`config.mk`:
```
export PLATFORM = sky130hd
export DESIGN_NAME = pix_matrix_xform
export DESIGN_NICKNAME = d
export VERILOG_FILES = /design/src/rtl/pmx_pkg.sv /design/src/rtl/pmx_coef_bank.sv /design/src/rtl/pmx_row.sv /design/src/rtl/pix_matrix_xform.sv
export SDC_FILE = /design/constraint.sdc
export NUM_CORES = 2
export LEC_CHECK = 0
export ABC_AREA = 1
export BUFFER_PORTS_ARGS = -buffer_cell sky130_fd_sc_hd__buf_2
export CAP_MARGIN = 20
export CELL_PAD_IN_SITES_DETAIL_PLACEMENT = 1
export CELL_PAD_IN_SITES_GLOBAL_PLACEMENT = 2
export CORE_MARGIN = 5
export CORE_UTILIZATION = 41
export DETAILED_ROUTE_END_ITERATION = 8
export PLACE_DENSITY_LB_ADDON = 0.1
export SLEW_MARGIN = 15
export SYNTH_ARGS = -nofsm -noshare
export SYNTH_HDL_FRONTEND = slang
export SYNTH_HIERARCHICAL = 1
export SYNTH_SLANG_ARGS = --single-unit
```
`constraint.sdc`:
```
create_clock -name clk -period 12.8 [get_ports clk]
set_clock_uncertainty 0.2 [all_clocks]
set_input_delay 1.28 -clock clk [delete_from_list [all_inputs] [get_ports clk]]
set_output_delay 1.28 -clock clk [all_outputs]
set_load 0.005 [all_outputs]
```
`src/rtl/pmx_pkg.sv`:
```
// pmx_pkg: shared sizes and reset matrix of the pixel color matrix.
// Assumes three channels and a 4-term row (three gains plus one offset).
package pmx_pkg;
    localparam int CH_W       = 8;
    localparam int N_CH       = 3;
    localparam int N_TERM     = N_CH + 1;
    localparam int N_COEF     = N_CH * N_TERM;
    localparam int IDX_W      = 4;
    localparam int COEF_W     = 13;
    localparam int LO_W       = 8;
    localparam int HI_W       = COEF_W - LO_W;
    localparam int FRAC_W     = 11;
    localparam int OFF_FRAC_W = 3;
    localparam int LAT        = 3;
    localparam int PIX_W      = N_CH * CH_W;

    typedef logic [COEF_W-1:0] coef_t;

    // Reset value of matrix entry idx (index = 4*row + term).
    function automatic coef_t pmx_default(input int idx);
        case (idx)
            0:       return coef_t'(13'h0C00);
            1:       return coef_t'(13'h0800);
            3:       return coef_t'(13'h19D7);
            5:       return coef_t'(13'h0800);
            10:      return coef_t'(13'h0800);
            default: return coef_t'(0);
        endcase
    endfunction
endpackage

```
`src/rtl/pmx_coef_bank.sv`:
```
// pmx_coef_bank: holds the twelve matrix entries and their staged upper bits.
// The upper bits are staged on a high-byte write. The entry changes only on a
// low-byte write. Indexes at or above N_COEF match no entry.
module pmx_coef_bank
    import pmx_pkg::*;
(
    input  logic                     clk,
    input  logic                     rst_n,
    input  logic                     cfg_we,
    input  logic [IDX_W-1:0]         cfg_idx,
    input  logic                     cfg_hi,
    input  logic [LO_W-1:0]          cfg_byte,
    output logic [N_COEF*COEF_W-1:0] coef_flat
);
    logic [N_COEF*HI_W-1:0] stage_flat;

    generate
        for (genvar i = 0; i < N_COEF; i++) begin : g_entry
            localparam coef_t DEF = pmx_default(i);
            logic              sel;
            logic [HI_W-1:0]   stage_q;
            logic [COEF_W-1:0] act_q;

            assign sel = cfg_we && (cfg_idx == IDX_W'(i));

            // Stage upper bits on a high write; commit the whole entry on a low write.
            always_ff @(posedge clk) begin
                if (!rst_n) begin
                    stage_q <= DEF[COEF_W-1:LO_W];
                    act_q   <= DEF;
                end else if (sel) begin
                    if (cfg_hi) stage_q <= cfg_byte[HI_W-1:0];
                    else        act_q   <= {stage_q, cfg_byte};
                end
            end

            assign coef_flat[i*COEF_W +: COEF_W] = act_q;
            assign stage_flat[i*HI_W +: HI_W]    = stage_q;
        end
    endgenerate


    hi_write_no_effect_chk: assert property (@(posedge clk) disable iff (!rst_n)
        (cfg_we && cfg_hi) |=> $stable(coef_flat));


    lo_write_commit_chk: assert property (@(posedge clk) disable iff (!rst_n)
        (cfg_we && !cfg_hi && (cfg_idx < IDX_W'(N_COEF)))
        |=> (coef_flat[$past(cfg_idx)*COEF_W +: LO_W] == $past(cfg_byte)));


    unused_idx_ignored_chk: assert property (@(posedge clk) disable iff (!rst_n)
        (cfg_we && (cfg_idx >= IDX_W'(N_COEF)))
        |=> ($stable(coef_flat) && $stable(stage_flat)));
endmodule

```
`src/rtl/pmx_row.sv`:
```
// pmx_row: one output channel. Stage 1 forms the three signed products and
// the aligned offset. Stage 2 sums them with the rounding constant. Stage 3
// shifts and clamps to 0..255. Assumes the coefficients are stable or
// updated atomically.
module pmx_row
    import pmx_pkg::*;
(
    input  logic                     clk,
    input  logic                     rst_n,
    input  logic [PIX_W-1:0]         pix,
    input  logic [N_TERM*COEF_W-1:0] row_coef,
    output logic [CH_W-1:0]          ch_out
);
    localparam int PROD_W = COEF_W + CH_W + 1;
    localparam int ACC_W  = PROD_W + $clog2(N_TERM) + 1;
    localparam int OFF_SH = FRAC_W - OFF_FRAC_W;
    localparam logic signed [ACC_W-1:0] RND = ACC_W'(1) <<< (FRAC_W - 1);
    localparam logic [CH_W-1:0] CH_MAX = {CH_W{1'b1}};

    logic [N_CH*PROD_W-1:0]   prod_flat;
    logic signed [ACC_W-1:0]  off_q;
    logic signed [ACC_W-1:0]  acc_d;
    logic signed [ACC_W-1:0]  sum_q;
    logic signed [ACC_W-1:0]  shifted;
    logic [CH_W-1:0]          clamp_d;

    generate
        for (genvar j = 0; j < N_CH; j++) begin : g_term
            logic signed [PROD_W-1:0] p_q;
            // Stage 1: signed gain times unsigned channel value.
            always_ff @(posedge clk) begin
                if (!rst_n) p_q <= '0;
                else        p_q <= $signed(row_coef[j*COEF_W +: COEF_W])
                                 * $signed({1'b0, pix[(N_CH-1-j)*CH_W +: CH_W]});
            end
            assign prod_flat[j*PROD_W +: PROD_W] = p_q;
        end
    endgenerate

    // Stage 1: sign-extend the offset and align it with the product scale.
    always_ff @(posedge clk) begin
        if (!rst_n) off_q <= '0;
        else        off_q <= {{(ACC_W-COEF_W){row_coef[N_TERM*COEF_W-1]}},
                              row_coef[N_CH*COEF_W +: COEF_W]} <<< OFF_SH;
    end

    // Stage 2 adder: products, offset and half-step rounding constant.
    always_comb begin
        acc_d = off_q + RND;
        for (int j = 0; j < N_CH; j++) begin
            acc_d = acc_d + {{(ACC_W-PROD_W){prod_flat[j*PROD_W+PROD_W-1]}},
                             prod_flat[j*PROD_W +: PROD_W]};
        end
    end

    // Stage 2: register the rounded sum.
    always_ff @(posedge clk) begin
        if (!rst_n) sum_q <= '0;
        else        sum_q <= acc_d;
    end

    // Stage 3 logic: drop the fraction and saturate to the channel range.
    always_comb begin
        shifted = sum_q >>> FRAC_W;
        if (shifted[ACC_W-1])             clamp_d = '0;
        else if (|shifted[ACC_W-2:CH_W])  clamp_d = CH_MAX;
        else                              clamp_d = shifted[CH_W-1:0];
    end

    // Stage 3: register the channel result.
    always_ff @(posedge clk) begin
        if (!rst_n) ch_out <= '0;
        else        ch_out <= clamp_d;
    end


    neg_sum_clamps_low_chk: assert property (@(posedge clk) disable iff (!rst_n)
        sum_q[ACC_W-1] |=> (ch_out == '0));


    big_sum_clamps_high_chk: assert property (@(posedge clk) disable iff (!rst_n)
        (!sum_q[ACC_W-1] && (sum_q >= (ACC_W'(1) <<< (FRAC_W + CH_W)))) |=> (ch_out == CH_MAX));
endmodule

```
`src/rtl/pix_matrix_xform.sv`:
```
// pix_matrix_xform: streaming 3x4 color matrix. It has one coefficient bank
// and one row pipeline per output channel, and a valid flag delayed by LAT.
// Assumes in_pix is only meaningful while in_valid is high.
module pix_matrix_xform
    import pmx_pkg::*;
(
    input  logic              clk,
    input  logic              rst_n,
    input  logic              in_valid,
    input  logic [PIX_W-1:0]  in_pix,
    input  logic              cfg_we,
    input  logic [IDX_W-1:0]  cfg_idx,
    input  logic              cfg_hi,
    input  logic [LO_W-1:0]   cfg_byte,
    output logic              out_valid,
    output logic [PIX_W-1:0]  out_pix
);
    localparam int CNT_W = $clog2(LAT + 1);

    logic [N_COEF*COEF_W-1:0] coef_flat;
    logic [LAT-1:0]           vpipe_q;

    pmx_coef_bank u_bank (
        .clk       (clk),
        .rst_n     (rst_n),
        .cfg_we    (cfg_we),
        .cfg_idx   (cfg_idx),
        .cfg_hi    (cfg_hi),
        .cfg_byte  (cfg_byte),
        .coef_flat (coef_flat)
    );

    generate
        for (genvar k = 0; k < N_CH; k++) begin : g_row
            pmx_row u_row (
                .clk      (clk),
                .rst_n    (rst_n),
                .pix      (in_pix),
                .row_coef (coef_flat[k*N_TERM*COEF_W +: N_TERM*COEF_W]),
                .ch_out   (out_pix[(N_CH-1-k)*CH_W +: CH_W])
            );
        end
    endgenerate

    // Valid delay line matching the datapath depth.
    always_ff @(posedge clk) begin
        if (!rst_n) vpipe_q <= '0;
        else        vpipe_q <= {vpipe_q[LAT-2:0], in_valid};
    end
    assign out_valid = vpipe_q[LAT-1];

    // Count edges since reset so the latency check never looks before reset.
    logic [CNT_W-1:0] since_rst_q;
    always_ff @(posedge clk) begin
        if (!rst_n)                         since_rst_q <= '0;
        else if (since_rst_q != CNT_W'(LAT)) since_rst_q <= since_rst_q + 1'b1;
    end


    valid_latency_chk: assert property (@(posedge clk) disable iff (!rst_n)
        (since_rst_q == CNT_W'(LAT)) |-> (out_valid == $past(in_valid, 3)));


    valid_after_reset_chk: assert property (@(posedge clk) disable iff (!rst_n)
        (since_rst_q == '0) |-> !out_valid);
endmodule

```
==> results.yml <==
global_routing:
  grt_use_met3: 0.0318
  use_met2: 0.385
  grt.total_usage: 0.234
  grt_pass1_vias: 59208
  grt-ovfl-total: 0
  grt_busiest_layer: "met2"
  grt_pass1_wl_mm: 319
  met1_usage: 0.333
  grt_antenna_before_repair: 5
  grt_max_degree: 109
floorplan:
  ios: 66
  die_area_um2: 168000
  die_h_um: 410
  core.rowCount: 146
  core-area_um2: 159000
  die_w_um: 410
  start_util: 0.414
synthesis:
  netlist.area_leader.share: 0.244
  synth_edf_count: 0
  ys_seq_area_frac: 0.159
  syn_avg_cell_area_um2: 6.98
  synth_area_leaders: "fa_1 24%, dfxtp_1 16%, nand2_1 14%"
  ys_ff_latch: 522
  synth_flop_cell: "dfxtp_1"
  synth_common_cells: "2490 x nand2_1, 2429 x inv_1, 801 x fa_1"
  synth.cell_area_um2: 65600
  async_flop_share: 0
  synth_cells: 9411
  syn_nets: 10874
  ys_types: 49
  ys_warn_count: 6
  synth_area_leader_cell: "fa_1"
  yosysMostFrequentCell: "nand2_1"
final_layout:
  fillers: 20372
  fin_cells: 11385
  multi_input_area_um2: 44600
  syn2layout_area_growth_pct: 6.75
  regArea_um2: 10500
  nNetsFinal: 10716
  layout-drive-gt1-share: 0.0430
placed_design:
  routabilityCongestion: 0.849
  numPortBuffers: 65
  hpwlAfterDp_mm: 156
  dp_cells: 11249
setup_path:
  path_max_fanout: 39
  crit_required_ns: 13.18
  cp.arrival_ns: 6.01
  crit_start: "in_pix[16]"
  timing.rr.start: "u_bank/g_entry[2].act_q[12]"
  path_class: "in -> reg"
  start_kind: "input port"
  end_kind: "flop"
power_and_ir_drop:
  p_seq_frac: 0.350
  power_switching_uw: 1620
  p_sw_frac: 0.326
  p_comb_frac: 0.200
  p_int_uw: 3340
  ir_drop_uv: 88.3
  clockPowerShare: 0.451
  p_per_area_nw_per_um2: 70.7
  p_leak_uw: 0.0413
  power_uw: 4960
worst_hold_path:
  hold_class: "reg -> reg"
  hold_start: "vpipe_q[0]"
routing:
  drt_iter0_drc: 2422
  wl_per_cell_um: 17.2
  num_vias: 55360
  totalWireLength_mm: 195
  drt_pass1_iterations: 5
  antenna_left: 0
  drc: 0
  viasPerCell: 4.86
clock_network:
  cts_tree: "built"
  clkLatencyLatePin_ns: 0.69
  post_cts_buffers: 0
  cts-buffers-inserted: 73
  cts_hold_buf: 0
  clkTransAtPathRegs_ns: 0.06
  cts-root-buf: "clkbuf_16"
  clock_path_buffers: 3
  htreeDepth: 3
  cts_resized: 0
  clock_sinks: 522
timing:
  worst_pin_slew_ns: 1.09
  setup_viol: 0
  hold_slack_ns: 0.214
  finalCriticalPeriod_ns: 5.64
  period_share: 0.440
  rsz0062_at_grt: "false"
  slew_violations: 0
  max_freq_ghz: 0.177
  finalHoldViolCount: 0
  setup_tns_ns: 0
  relSlewSlack: 0.275
flow_run:
  maxCapViolCount: 0
run_status:
  status: "complete, no violations"
-- sequential cells by signal (all words and copies together), names as in the netlist --
register and count:
g_row.u_row/g_term.p_q 198, u_bank/g_entry.act_q 156, u_bank/g_entry.stage_q 60, g_row.u_row/sum_q 42, g_row.u_row/off_q 39, g_row.u_row/ch_out 24
vpipe_q 3
-- metrics by stage --
step / area (µm²) / setup slack (ns) / util
finish: 70100 / 7.16 / 0.441
global route: 70100 / 6.91 / 0.441
CTS: 70100 / 7.24 / 0.441
detailed placement: 67500 / 6.49 / 0.425
global placement: 67500 / 6.55 / 0.425
floorplan: 65600 / 7.63 / -
-- routing by layer --
layer,part of all wire,up-vias
met4,0.019,0
met2,0.45,655
met3,0.038,177
met1,0.49,27110
met5,0,-
li1,-,27418
-- layout by cell type (no fill, tap or decap), types with 20 or more instances in the layout --
cell type  Yosys  layout
xnor2_1       34      34
xor2_1        41      41
nand2_2       52      52
nand3_1      307     307
a21boi_0      77      77
inv_1       2429    2428
o21a_1        20      20
a21oi_1      381     381
o21bai_1      26      26
nor2_2        31      29
fa_1         801     801
clkbuf_16      0      74
buf_2         44      64
nor2_1       730     728
buf_4          6      31
nand2_1     2490    2490
o21ai_0      124     124
inv_2         29      29
nand4_1      194     194
dfxtp_1      522     522
ha_1         621     621
-- final timing paths --
| path | endpoint | slack, ns | cells past startpoint |
|---|---|---|---|
| setup / recovery | g_row[0].u_row/g_term[0].p_q[19] | 7.16 | 17 |
| hold / removal | vpipe_q[1] | 0.21 | 2 |
| setup reg to reg | g_row[0].u_row/g_term[2].p_q[21] | 8.04 | 16 |
| hold reg to reg | vpipe_q[1] | 0.21 | 2 |
-- logic make-up after synthesis --
family / count (synthesis) / synth area share
compound gates: 699 / 0.0611
xor+xnor: 76 / 0.0103
fa+ha+maj: 1422 / 0.363
buf+inv: 2791 / 0.162
flops: 522 / 0.159
simple gates: 3901 / 0.245
-- layout make-up --
class / count / share of cell area
repair buffers: 97 / 0.00839
well taps: 2072 / 0.0370
multi-input cells: 6098 / 0.636
diodes: 1 / 0.0000357
inverters: 2461 / 0.132
flip-flops and latches: 522 / 0.149
clock buffers: 91 / 0.0285
clock inverters: 43 / 0.00875
-- worst max-delay path, cell delays in order --
cell	delay [ns]
buf_2	0.74
nand2_1	0.23
inv_1	0.18
fa_1	0.59
fa_1	0.62
inv_1	0.12
fa_1	0.55
inv_1	0.06
fa_1	0.47
ha_1	0.37
nand2_1	0.08
nand2_1	0.07
o21bai_1	0.17
a21oi_1	0.17
nand3_1	0.10
nand2_1	0.08
nor2_1	0.05
-- power groups by stage --
stage,Combinational (µW),Clock (µW),Sequential (µW)
2_1_floorplan,683,0,1750
3_3_place_gp,972,0,1770
3_5_place_dp,991,0,1770
4_1_cts,1000,2310,1730
5_1_grt,1120,2370,1740
6_report,990,2230,1730
(Power assumes the default switching activity.)
